## config.mk

```make
export PLATFORM = sky130hd
export DESIGN_NAME = spi_flash_read_front
export DESIGN_NICKNAME = d
export VERILOG_FILES = /design/src/rtl/spi_flash_read_front.sv
export SDC_FILE = /design/constraint.sdc
export NUM_CORES = 1
export LEC_CHECK = 0
export BUFFER_PORTS_ARGS = -buffer_cell sky130_fd_sc_hd__buf_2
export CAP_MARGIN = 20
export CORE_UTILIZATION = 30
export CTS_BUF_LIST = sky130_fd_sc_hd__clkbuf_4 sky130_fd_sc_hd__clkbuf_8
export DETAILED_ROUTE_END_ITERATION = 8
export PLACE_DENSITY_LB_ADDON = 0.2
export SYNTH_ARGS = -nofsm -noshare
export SYNTH_HDL_FRONTEND = slang
export SYNTH_SLANG_ARGS = --single-unit
export TNS_END_PERCENT = 20
```

## constraint.sdc

```tcl
create_clock -name clk -period 2.3 [get_ports clk]
set_input_delay 0.46 -clock clk [delete_from_list [all_inputs] [get_ports clk]]
set_output_delay 0.46 -clock clk [all_outputs]
set_load 0.05 [all_outputs]
```

## src/rtl/spi_flash_read_front.sv

```systemverilog
module spi_flash_read_front #(
  parameter int PAGE_BITS  = 11,
  parameter int BYTE_BITS  = 9,
  parameter int PAGE_BYTES = 264,
  parameter int ADDR_BITS  = 24,
  parameter int DUMMY_BITS = 8,
  parameter logic [7:0] OP_ARRAY = 8'hA1,
  parameter logic [7:0] OP_BUF_A = 8'hB1,
  parameter logic [7:0] OP_BUF_B = 8'hB2
) (
  input  logic                 clk,
  input  logic                 rst_n,
  input  logic                 cs_n,
  input  logic                 sck,
  input  logic                 si,
  output logic                 so,
  output logic                 so_oe,
  output logic                 mem_rd,
  output logic [1:0]           mem_src,
  output logic [PAGE_BITS-1:0] mem_page,
  output logic [BYTE_BITS-1:0] mem_byte,
  input  logic [7:0]           mem_rdata
);

  localparam int FIELD_BITS = PAGE_BITS + BYTE_BITS;
  localparam int CW = $clog2(ADDR_BITS + DUMMY_BITS + 8);
  localparam logic [CW-1:0] OP_LAST   = CW'(7);
  localparam logic [CW-1:0] ADDR_LAST = CW'(ADDR_BITS - 1);
  localparam logic [CW-1:0] DUM_LAST  = CW'(DUMMY_BITS > 0 ? DUMMY_BITS - 1 : 0);
  localparam logic [BYTE_BITS-1:0] BYTE_LAST = BYTE_BITS'(PAGE_BYTES - 1);
  localparam logic [1:0] SRC_ARRAY = 2'd0;
  localparam logic [1:0] SRC_BUF_A = 2'd1;
  localparam logic [1:0] SRC_BUF_B = 2'd2;

  typedef enum logic [2:0] {S_OP, S_ADDR, S_DUMMY, S_DATA, S_IGN} st_t;

  logic [2:0] sck_q;
  logic [1:0] si_q, cs_q;

  always_ff @(posedge clk or negedge rst_n)
    if (!rst_n) begin
      sck_q <= '0;
      si_q  <= '0;
      cs_q  <= 2'b11;
    end else begin
      sck_q <= {sck_q[1:0], sck};
      si_q  <= {si_q[0], si};
      cs_q  <= {cs_q[0], cs_n};
    end

  wire cs_idle  = cs_q[1];
  wire sck_rise = sck_q[1] & ~sck_q[2];
  wire sck_fall = ~sck_q[1] & sck_q[2];
  wire si_s     = si_q[1];

  st_t                  st;
  logic [CW-1:0]        cnt;
  logic [6:0]           op_sh;
  logic [FIELD_BITS-1:0] a_sh;
  logic [PAGE_BITS-1:0] page_q;
  logic [BYTE_BITS-1:0] byte_q;
  logic [1:0]           src_q;
  logic [7:0]           out_sh;
  logic [2:0]           bcnt;
  logic                 so_q, oe_q, fetch_q, load_q;

  wire [7:0]            op_word   = {op_sh, si_s};
  wire [FIELD_BITS-1:0] addr_word = {a_sh[FIELD_BITS-2:0], si_s};
  wire                  at_last   = (byte_q >= BYTE_LAST);
  wire [BYTE_BITS-1:0]  byte_inc  = at_last ? '0 : byte_q + 1'b1;
  wire [PAGE_BITS-1:0]  page_inc  = (at_last && src_q == SRC_ARRAY) ? page_q + 1'b1 : page_q;

  always_ff @(posedge clk or negedge rst_n)
    if (!rst_n) begin
      st <= S_OP;  cnt <= '0;  op_sh <= '0;  a_sh <= '0;
      page_q <= '0;  byte_q <= '0;  src_q <= SRC_ARRAY;
      out_sh <= '0;  bcnt <= '0;  so_q <= 1'b0;  oe_q <= 1'b0;
      fetch_q <= 1'b0;  load_q <= 1'b0;
    end else if (cs_idle) begin
      st <= S_OP;  cnt <= '0;  bcnt <= '0;
      oe_q <= 1'b0;  fetch_q <= 1'b0;  load_q <= 1'b0;
    end else begin
      fetch_q <= 1'b0;
      load_q  <= fetch_q;
      if (load_q) out_sh <= mem_rdata;
      case (st)
        S_OP: if (sck_rise) begin
          op_sh <= op_word[6:0];
          cnt   <= cnt + 1'b1;
          if (cnt == OP_LAST) begin
            cnt <= '0;
            if (op_word == OP_ARRAY)      begin src_q <= SRC_ARRAY; st <= S_ADDR; end
            else if (op_word == OP_BUF_A) begin src_q <= SRC_BUF_A; st <= S_ADDR; end
            else if (op_word == OP_BUF_B) begin src_q <= SRC_BUF_B; st <= S_ADDR; end
            else st <= S_IGN;
          end
        end
        S_ADDR: if (sck_rise) begin
          a_sh <= addr_word;
          cnt  <= cnt + 1'b1;
          if (cnt == ADDR_LAST) begin
            cnt    <= '0;
            page_q <= addr_word[FIELD_BITS-1:BYTE_BITS];
            byte_q <= addr_word[BYTE_BITS-1:0];
            if (src_q == SRC_ARRAY && DUMMY_BITS > 0) st <= S_DUMMY;
            else begin st <= S_DATA; fetch_q <= 1'b1; end
          end
        end
        S_DUMMY: if (sck_rise) begin
          cnt <= cnt + 1'b1;
          if (cnt == DUM_LAST) begin
            cnt <= '0;  st <= S_DATA;  fetch_q <= 1'b1;
          end
        end
        S_DATA: if (sck_fall) begin
          so_q   <= out_sh[7];
          out_sh <= {out_sh[6:0], 1'b0};
          oe_q   <= 1'b1;
          bcnt   <= bcnt + 1'b1;
          if (bcnt == 3'd7) begin
            page_q  <= page_inc;
            byte_q  <= byte_inc;
            fetch_q <= 1'b1;
          end
        end
        default: ;
      endcase
    end

  assign so       = so_q;
  assign so_oe    = oe_q & ~cs_n;
  assign mem_rd   = fetch_q;
  assign mem_src  = src_q;
  assign mem_page = page_q;
  assign mem_byte = byte_q;

  assert_quiet_when_deselected_R1: assert property (@(posedge clk) disable iff (!rst_n)
    cs_idle |=> (!oe_q && !mem_rd));

  assert_single_cycle_request_R12: assert property (@(posedge clk) disable iff (!rst_n)
    mem_rd |=> !mem_rd);

  assert_drive_only_in_data_R9: assert property (@(posedge clk) disable iff (!rst_n)
    oe_q |-> st == S_DATA);

  assert_unknown_code_silent_R11: assert property (@(posedge clk) disable iff (!rst_n)
    st == S_IGN |-> (!mem_rd && !oe_q));

  assert_offset_in_page_R6: assert property (@(posedge clk) disable iff (!rst_n)
    (mem_rd && $past(st) == S_DATA) |-> mem_byte <= BYTE_LAST);

  assert_output_holds_between_falls_R4: assert property (@(posedge clk) disable iff (!rst_n)
    (st == S_DATA && !sck_fall && !cs_idle) |=> $stable(so_q));

endmodule

```

==> metrics.txt, run 1 <==
fin util=35.9%; Net Sw Power=0.624 mW; drc violations=0; hold bufs inserted after CTS=0; post-route cell area=4550 µm²; clock sinks=79; slowest stage cell, crit path=dfrtp_1; Worst Path Max Fanout=8; DIE AREA=13500 µm²; Die W=116 µm; Clock Path Buffers=2; share of cells above drive strength 1=27.5%; WP data required=2550 ps; multi-input logic area=1790 µm²; Flop pwr share=about three fifths; leakage=roughly 2 nW; Fin. Hold Viols=0; Clk Latency, worst-skew pair=360 ps; GRT Total Usage=roughly 14%; Clock power frac=36.1%; pwr/cell area=554 nW/µm²; GRT overflow=0; Total Routed Length=8910 µm; Initial DRC Count=265; RSZ-0062 raised after global routing=false; row count=around 40; final critical-path share of the clock period=between 90 and 100%; PostCTS Resize Cnt=0; routed length on met2=4090 µm; worst-case vdd ir drop=211 µV; pin count of the biggest net entering global routing=41; Unique masters post-synth=66; gpl congestion=0.821; Num CTS Buffers=9; register area=1980 µm²; path category of the worst min-delay check=in2async; Total Neg Setup Slack=0 ps; Mean Syn Cell Area=~10 µm²; number of synthesized flops with an enable pin=0; wire length on met1=between 4000 and 5000 µm; synthesized cell area=3910 µm²; vias in the first global route=2952; max incr delay on CP=390 ps; wire per inst=14.9 µm; Post-DRT Antenna Nets=0; final worst path period need=2130 ps; prevailing post-synth register cell=dfrtp_1; Initial Util=30.9%; Max-cap violations=0; CORE AREA=~13000 µm²; io pins=38; Final setup violation count=0; fin nets=between 400 and 500; placed insts=582; PortBufs=37; Layout Skew=between 10 and 15 ps; Max-slew headroom=approximately 64%; post-CTS setup repair buffer count=0; ant diodes=0; cell area after placement=approximately 4400 µm²; R2R setup slack=170 ps; fill count=1278; internal power=1.90 mW; Post-Layout Cell Count=598; DRT Pass-1 Iters=5; Max Slew Vio Count=0; CP arrival=2380 ps; crit start category=flop; number of synthesized register bits=79; CTS tree=done; FFs w/ async S/R, synth=100%; area added between synthesis and finish=16.5%; dpl hpwl=6220 µm; Die H=between 100 and 150 µm; critical path cell sequence=ha_1, nand4bb_4, o41ai_4, and2_1, o21ai_0, a22o_1; Vias/cell=roughly 5; fraction of power spent switching nets=approximately a quarter; max frequency=470 MHz; endpoint of the worst register-to-register path=mem_byte[7]; Clock Pin Slew Worst Setup and Hold Paths=80 ps; share of total power in combinational logic=5.2%; outcome=complete, no violations; worst slew pin tran=533 ps; top layer in use=met4; sequential cell area fraction in the yosys report=roughly 51%; WS Path Type=reg2reg; YS warnings=0; CP Capture Type=flop; depth of the CTS H-tree=3; Worst Reg-to-Reg Cells=6; via count=3043; synthesized instance count=374; met3 routed WL=298 µm; r2r startpoint=cnt[0]; CTS root buffer=clkbuf_8; Post-Synthesis Net Count=~390; first-pass GRT wire length=15000 µm; initial antenna violation count=0
## routing by layer
| layer | vias up | global-route usage [%] |
|---|---|---|
| li1 | 1471 | - |
| met2 | 71 | 21.9 |
| met4 | 0 | 6.75 |
| met1 | 1491 | 20.5 |
| met5 | - | 0 |
| met3 | 10 | 2.02 |
## critical path, delay by kind of cell, from the launching register on
family                     cells  cell delay, ps
DFF                            1             390
AOI/OAI and AO/OA              3             780
adders and majority gates      1             290
and+or+nand+nor                2             570
## registers in the layout, indices dropped and copies added (netlist names), 2 cells and up
signal	cells
bcnt	3
cs_q	2
st	3
mem_byte	9
mem_src	2
mem_page	11
sck_q	3
cnt	6
si_q	2
a_sh	19
op_sh	7
out_sh	8
## area by class of cell
class	instances	share of cell area (%)
multi-input cells	260	39.3
clock buffers	10	2.88
repair buffers	56	7.53
clock inverters	6	0.824
well taps	172	4.73
inverters	15	1.24
flip-flops and latches	79	43.5
## how the worst max path moves through the flow
stage | from | end | slack [ps]
finish | cnt[0] | mem_byte[7] | 170
global route | cnt[0] | mem_page[5] | 60
CTS | cnt[0] | mem_byte[7] | 200
detailed placement | cnt[0] | mem_page[6] | 200
global placement | cnt[0] | mem_byte[7] | 220
floorplan | mem_byte[0] | mem_page[1] | 50
## layout by cell type, fill, tap and decap left out, types with 3 or more instances in the layout
cell,instances
xnor2_1,3
o22ai_1,13
mux2_2,26
buf_4,19
nor2_1,18
buf_2,36
and2_1,3
nand3_1,9
ha_1,5
nor3_1,5
and3_1,5
a21o_1,3
a2bb2oi_1,3
a31oi_1,5
mux2i_1,3
nand2_1,36
nand3b_1,3
clkinv_2,3
o21ai_0,26
a21oi_1,26
inv_1,15
a22oi_1,8
nor2b_1,4
clkinvlp_4,3
nor4_1,5
dfrtp_1,77
nand4_1,5
clkbuf_8,9
## power groups by stage
| stage | Sequential (mW) | Combinational [mW] | Clock, mW |
|---|---|---|---|
| after CTS | 1.48 | 0.136 | 0.952 |
| final | 1.48 | 0.130 | 0.911 |
| after floorplan | 1.49 | 0.0770 | 0 |
| after detailed placement | 1.51 | 0.136 | 0 |
| after global routing | 1.49 | 0.152 | 1.01 |
| after global placement | 1.51 | 0.133 | 0 |
## Yosys cell counts (4+ instances only)
library cell,count,area [µm²]
a21oi_1,26,130
a22oi_1,8,60.1
a31oi_1,6,37.5
and3_1,5,31.3
buf_2,8,40.0
clkbuf_1,11,41.3
dfrtp_1,77,1930
ha_1,5,62.6
inv_1,15,56.3
mux2_2,26,293
nand2_1,36,135
nand3_1,9,45.0
nand4_1,5,31.3
nor2_1,18,67.6
nor2b_1,4,25.0
nor3_1,5,25.0
nor4_1,5,31.3
o21ai_0,26,130
o22ai_1,13,81.3
## cells by family (layout without fill, tap and decap cells)
family	after synthesis	count (layout)	synth area share [%]
xor+xnor	4	4	0.896
mux	30	30	8.64
flops	79	79	50.6
fa+ha+maj	5	5	1.60
simple gates	115	115	16.8
compound gates	106	106	17.7
buf+inv	35	87	3.71
## stage by stage
stage / setup slack [ps] / power [mW] / hold slack, ps
after global routing: 63.5 / 2.66 / 108
after detailed placement: 204 / 1.65 / 337
after floorplan: 52.9 / 1.57 / 164
final: 174 / 2.52 / 69.5
after global placement: 223 / 1.64 / 333
after CTS: 203 / 2.57 / 83.6
(Power assumes the default switching activity.)
==> run 2, diff against run 1 <==
--- a/config.mk
+++ b/config.mk
@@ -5,6 +5,7 @@
 export SDC_FILE = /design/constraint.sdc
 export NUM_CORES = 1
 export LEC_CHECK = 0
+export ABC_AREA = 1
 export BUFFER_PORTS_ARGS = -buffer_cell sky130_fd_sc_hd__buf_2
 export CAP_MARGIN = 20
 export CORE_UTILIZATION = 30
==> run 2 against run 1 <==
Core utilization is 0.46 points lower. Via count increased by 14%. Clock skew about the same. Worst hold slack gained 140 ps. Clock power grew 28%. Critical path type unchanged. Critical endpoint is now mem_page[2]. Largest cell class unchanged. Highest routed layer unchanged.
==> metrics.txt, run 2 <==
Final setup violation count=0 (unchanged); via count=3457 (was 3043); Vias/cell=4.63 (was 5.09); hold bufs inserted after CTS=1 (was 0); WS Path Type=reg2reg (unchanged); leakage=2.37 nW (was 2.02 nW); Clock Pin Slew Worst Setup and Hold Paths=90 ps (was 80 ps); Synth top cells by count=nand2_1, dfrtp_1, inv_1 (was dfrtp_1, nand2_1, a21oi_1, mux2_2, o21ai_0); Clock Path Buffers=2 (unchanged); PortBufs=37 (unchanged); Yosys top cell by area=dfrtp_1 (unchanged); Fin. Hold Viols=0 (unchanged); most common cell after layout, fill and taps aside=nand2_1 (was dfrtp_1); PostCTS Resize Cnt=0 (unchanged); io pins=38 (unchanged); RSZ-0062 raised after global routing=false (unchanged); Die W=119 µm (was 116 µm); Layout Skew=11.4 ps (was 11.5 ps); gpl congestion=0.861 (was 0.821); Synth area leaders=dfrtp_1, nand2_1, inv_1, nor2_1, nand3_1 (was dfrtp_1, mux2_2, nand2_1, a21oi_1, o21ai_0); worst-case vdd ir drop=272 µV (was 211 µV); share of cells above drive strength 1=13.9% (was 27.5%); first-pass GRT wire length=15300 µm (was 15000 µm); Initial DRC Count=188 (was 265); pwr/cell area=599 nW/µm² (was 554 nW/µm²); depth of the CTS H-tree=3 (unchanged); area added between synthesis and finish=15.1% (was 16.5%); FFs w/ async S/R, synth=100% (unchanged); final worst path period need=1850 ps (was 2130 ps); Total Neg Setup Slack=0 ps (unchanged); ant diodes=0 (unchanged); number of synthesized register bits=79 (unchanged); WP data required=2550 ps (about the same); overall power consumption=2.81 mW (was 2.52 mW); placed insts=729 (was 582); Num CTS Buffers=9 (unchanged); path category of the worst min-delay check=in2reg (was in2async); GRT Total Usage=13.5% (was 14.5%); pin count of the biggest net entering global routing=37 (was 41); Unique masters post-synth=36 (was 66); Post-DRT Antenna Nets=0 (unchanged); fin nets=583 (was 439); sequential cell area fraction in the yosys report=48.5% (was 50.6%); clock sinks=79 (unchanged); Mean Syn Cell Area=7.79 µm² (was 10.5 µm²); CTS tree=done (unchanged); post-CTS setup repair buffer count=0 (unchanged); final critical-path share of the clock period=80.3% (was 92.4%); Initial Util=30.8% (was 30.9%); most frequent cells in the layout=nand2_1, dfrtp_1, inv_1 (was dfrtp_1, nand2_1, buf_2); WHS=206 ps (was 69.5 ps); Post-Synthesis Net Count=542 (was 392); synthesized cell area=4080 µm² (was 3910 µm²); Die H=119 µm (was 116 µm); vias in the first global route=3117 (was 2952); prevailing post-synth register cell=dfrtp_1 (unchanged); top-count cell post-synth=nand2_1 (was dfrtp_1); Post-Layout Cell Count=746 (was 598); Clk Latency, worst-skew pair=360 ps (about the same); YS warnings=0 (unchanged); max reg flops=19 (unchanged); Max-cap violations=0 (unchanged); DIE AREA=14100 µm² (was 13500 µm²); dpl hpwl=6470 µm (was 6220 µm); CP arrival=2100 ps (was 2380 ps); Reg with most FFs=a_sh (unchanged); max frequency=542 MHz (was 470 MHz); Total Routed Length=9010 µm (was 8910 µm); wire per inst=12.1 µm (was 14.9 µm); GRT overflow=0 (unchanged); CTS root buffer=clkbuf_8 (unchanged); crit start category=flop (unchanged); Worst Path Max Fanout=11 (was 8); CORE AREA=13200 µm² (was 12700 µm²); drc violations=0 (unchanged); Max Slew Vio Count=0 (unchanged); synthesized instance count=524 (was 374); Max-slew headroom=63.4% (was 64.2%); initial antenna violation count=0 (unchanged); DRT Pass-1 Iters=4 (was 5); CP Capture Type=flop (unchanged); row count=42 (was 41); worst slew pin tran=547 ps (was 533 ps); fin util=35.5% (was 35.9%); share of the synthesized area in the top cell type=47.2% (was 49.3%); number of synthesized flops with an enable pin=0 (unchanged); outcome=complete, no violations (unchanged)
-- run 2: area by class of cell --
cell class	instances	area, µm²
clock buffers	10	138
clock inverters	6	83.8
fillers	1412	8540
inverters	76	285
multi-input cells	356	1750
flip-flops and latches	79	1980
well taps	176	220
repair buffers	43	248
-- run 2: cells by family (layout without fill, tap and decap cells) --
group | after synthesis | after routing | synth area share (%)
DFF | 79 | 79 | 48.5
AOI/OAI and AO/OA | 75 | 75 | 10.6
buffers and inverters | 89 | 135 | 8.76
adders and majority gates | 5 | 5 | 1.53
muxes | 9 | 9 | 2.36
xor gates and xnor gates | 3 | 3 | 0.644
and+or+nand+nor | 264 | 264 | 27.6
-- run 2: final timing paths --
path | startpoint | end | slack, ps | depth (start not counted)
worst max-delay path | mem_byte[0] | mem_page[2] | 450 | 9
worst min-delay path | cs_n | cs_q[0] | 210 | 1
worst max register to register | mem_byte[0] | mem_page[2] | 450 | 9
worst min register to register | si_q[0] | si_q[1] | 350 | 0
max in group asynchronous | rst_n | load_q | 1140 | 3
min in group asynchronous | rst_n | mem_byte[3] | 540 | 2
-- run 2: metrics by stage --
step | setup slack (ps) | cell area [µm²]
final | 454 | 4700
after global routing | 257 | 4700
after CTS | 449 | 4700
after detailed placement | 469 | 4470
after global placement | 454 | 4470
after floorplan | 428 | 4080
-- run 2: power by group --
group	leakage [nW]	switching, mW	internal [mW]
clock	0.116	0.532	0.638
sequential	1.06	0.0339	1.45
combinational	1.19	0.104	0.0591
total	2.37	0.669	2.15
-- run 2: routing by layer --
| metal | GRT usage (%) | wire (µm) |
|---|---|---|
| met1 | 18.8 | 4600 |
| met4 | 4.51 | 77 |
| met5 | 0 | 0 |
| met2 | 20.3 | 3960 |
| met3 | 3.14 | 371 |
-- run 2: worst max-delay path, stage by stage (launching register included) --
cell and delay, ps:
dfrtp_1 430, ha_1 220, nand2_1 100, nand3_1 120
o21bai_4 220, nand2_2 200, nand3_2 250, nand2_1 80
nand2_1 70, inv_1 40
==> run 3, diff against run 2 <==
==> constraint.sdc (replaced) <==
create_clock -name clk -period 1.5 [get_ports clk]
set_input_delay 0.3 -clock clk [delete_from_list [all_inputs] [get_ports clk]]
set_output_delay 0.3 -clock clk [all_outputs]
set_load 0.05 [all_outputs]
==> run 3 against run 2 <==
The flow now finishes with violations (negative setup slack). Power is 55% higher. Final cell count up 7.2%. Setup slack worse by 560 ps. Sequential share of layout area down 5.0 points.
==> metrics.txt, run 3 (synthesis results as in run 2) <==
outcome=complete, but fails checks (was complete, no violations); failing checks=negative setup slack; io pins=38 (unchanged); Initial DRC Count=234 (was 188); vias in the first global route=3596 (was 3117); pwr/cell area=813 nW/µm² (was 599 nW/µm²); leakage=2.65 nW (was 2.37 nW); final worst path period need=1600 ps (was 1850 ps); Post-DRT Antenna Nets=0 (unchanged); path category of the worst min-delay check=in2reg (unchanged); Max Slew Vio Count=0 (unchanged); Total Neg Setup Slack=-1270 ps (was 0 ps); Vias/cell=4.56 (was 4.63); register area=1990 µm² (was 1980 µm²); crit start category=flop (unchanged); Clock power frac=41.6% (was 41.5%); final critical-path share of the clock period=107% (was 80.3%); ant diodes=0 (unchanged); via count=3647 (was 3457); Clock Path Buffers=2 (unchanged); Die H=119 µm (unchanged); Max-cap violations=0 (unchanged); fraction of power spent switching nets=23.7% (was 23.8%); Reg with most FFs=a_sh (unchanged); post-route cell area=5370 µm² (was 4700 µm²); R2R setup slack=-100 ps (was 450 ps); most frequent cells in the layout=nand2_1, inv_1, dfrtp_1 (was nand2_1, dfrtp_1, inv_1); clock sinks=79 (unchanged); Initial Util=30.8% (unchanged); worst-case vdd ir drop=416 µV (was 272 µV); multi-input logic area=1950 µm² (was 1750 µm²); RSZ-0062 raised after global routing=true (was false); GRT overflow=0 (unchanged); GRT Total Usage=14.9% (was 13.5%); Worst Reg-to-Reg Cells=11 (was 9); end of the critical path=mem_page[3] (was mem_page[2]); CP Capture Type=flop (unchanged); depth of the CTS H-tree=3 (unchanged); share of cells above drive strength 1=28.0% (was 13.9%); max frequency=624 MHz (was 542 MHz); initial antenna violation count=0 (unchanged); Flop pwr share=52.1% (was 52.7%); CTS root buffer=clkbuf_8 (unchanged); Clock Pin Slew Worst Setup and Hold Paths=90 ps (about the same); CP startpoint=bcnt[1] (was mem_byte[0]); Layout Skew=9.80 ps (was 11.4 ps); CP arrival=1870 ps (was 2100 ps); drc violations=0 (unchanged); Die W=119 µm (unchanged); Net Sw Power=1.04 mW (was 0.669 mW); wire per inst=12.2 µm (was 12.1 µm); DRT Pass-1 Iters=4 (unchanged); Max-slew headroom=70.3% (was 63.4%); Total Routed Length=9750 µm (was 9010 µm); dpl hpwl=6840 µm (was 6470 µm); WS Path Type=reg2reg (unchanged); Num CTS Buffers=9 (unchanged); share of total power in combinational logic=6.3% (was 5.8%); max reg flops=19 (unchanged); Fin. Hold Viols=0 (unchanged); pin count of the biggest net entering global routing=80 (was 37); Final setup violation count=23 (was 0); endpoint of the worst register-to-register path=mem_page[3] (was mem_page[2]); PortBufs=37 (unchanged); CTS tree=done (unchanged); worst slew pin tran=445 ps (was 547 ps); most common cell after layout, fill and taps aside=nand2_1 (unchanged); fill count=1366 (was 1412); WHS=37.5 ps (was 206 ps); dpl ws=-206 ps (was 469 ps); first-pass GRT wire length=16800 µm (was 15300 µm); Clk Latency, worst-skew pair=370 ps (was 360 ps); internal power=3.33 mW (was 2.15 mW); DIE AREA=14100 µm² (unchanged); WP data required=1770 ps (was 2550 ps); cell area after placement=4890 µm² (was 4470 µm²); CORE AREA=13200 µm² (unchanged); r2r startpoint=bcnt[1] (was mem_byte[0]); gpl congestion=0.763 (was 0.861); Worst Path Max Fanout=6 (was 11); fin nets=637 (was 583); final worst slack=-104 ps (was 454 ps); area added between synthesis and finish=31.6% (was 15.1%); row count=42 (unchanged); Post-Layout Cell Count=800 (was 746); placed insts=777 (was 729)
==> run 3: cell types whose count changed in the layout (fill, tap and decap cells not counted), moves of 4 or more <==
cell,delta
o21ai_0,-4
ha_1,-4
nand2_2,+4
buf_6,+5
nand3_2,+7
dfrtp_2,+11
nand2_1,-7
nand3_1,-9
buf_4,+46
dfrtp_1,-11
==> run 3: repair_timing <==
item,in CTS,in global routing
gates cloned,1,0
gates resized for setup,29,25
hold endpoints to repair,77,0
buffers inserted,4,1
endpoints found under the setup margin,54,59
pin swaps,6,7
hold buffers,1,0
==> run 3: per-layer routing <==
metal | global-route usage, % | vias up | wire, µm
met2 | 24.1 | 62 | 4420
li1 | - | 1875 | -
met3 | 4.39 | 9 | 432
met4 | 4.11 | 0 | 123
met5 | 0 | - | 0
met1 | 19.2 | 1701 | 4780
==> run 3: how the worst min path moves through the flow <==
| stage | start | endpoint | slack, ps | cells past startpoint |
|---|---|---|---|---|
| 2_1_floorplan | rst_n | a_sh[0] | 4 | 0 |
| 5_1_grt | cs_n | cs_q[0] | 7 | 1 |
| 3_5_place_dp | si_q[0] | si_q[1] | 330 | 0 |
| 3_3_place_gp | sck_q[0] | sck_q[1] | 330 | 0 |
| 6_report | cs_n | cs_q[0] | 40 | 1 |
| 4_1_cts | cs_n | cs_q[0] | 20 | 1 |
==> run 3: per-stage QoR <==
step           power (mW)  utilization [%]
6_report             4.37             40.6
5_1_grt              4.60             40.6
4_1_cts              4.44             39.8
3_5_place_dp         2.59             36.9
3_3_place_gp         2.58             36.9
2_1_floorplan        2.45                -
==> run 3: cell type report <==
class                   instances  share of cell area (%)
well taps                     176                    4.10
inverters                      76                    5.36
multi-input cells             357                    36.3
clock buffers                  11                    2.70
clock inverters                 5                    1.51
flip-flops and latches         79                    37.1
repair buffers                 96                    12.9
==> run 3: power by group through the flow <==
stage	Combinational [mW]	Sequential, mW	Clock [mW]
after floorplan	0.153	2.30	0
after global placement	0.269	2.31	0
after CTS	0.281	2.27	1.89
after global routing	0.327	2.29	1.98
final	0.277	2.28	1.82
after detailed placement	0.275	2.31	0
==> run 3: critical path, cell delays in order (launching register included) <==
cell	delay [ps]
dfrtp_1	370
ha_2	190
ha_4	130
nand3_2	60
nand2_1	70
nand3_2	100
buf_6	150
nor3_4	110
buf_6	150
nand3_1	80
nand2_1	70
inv_1	30
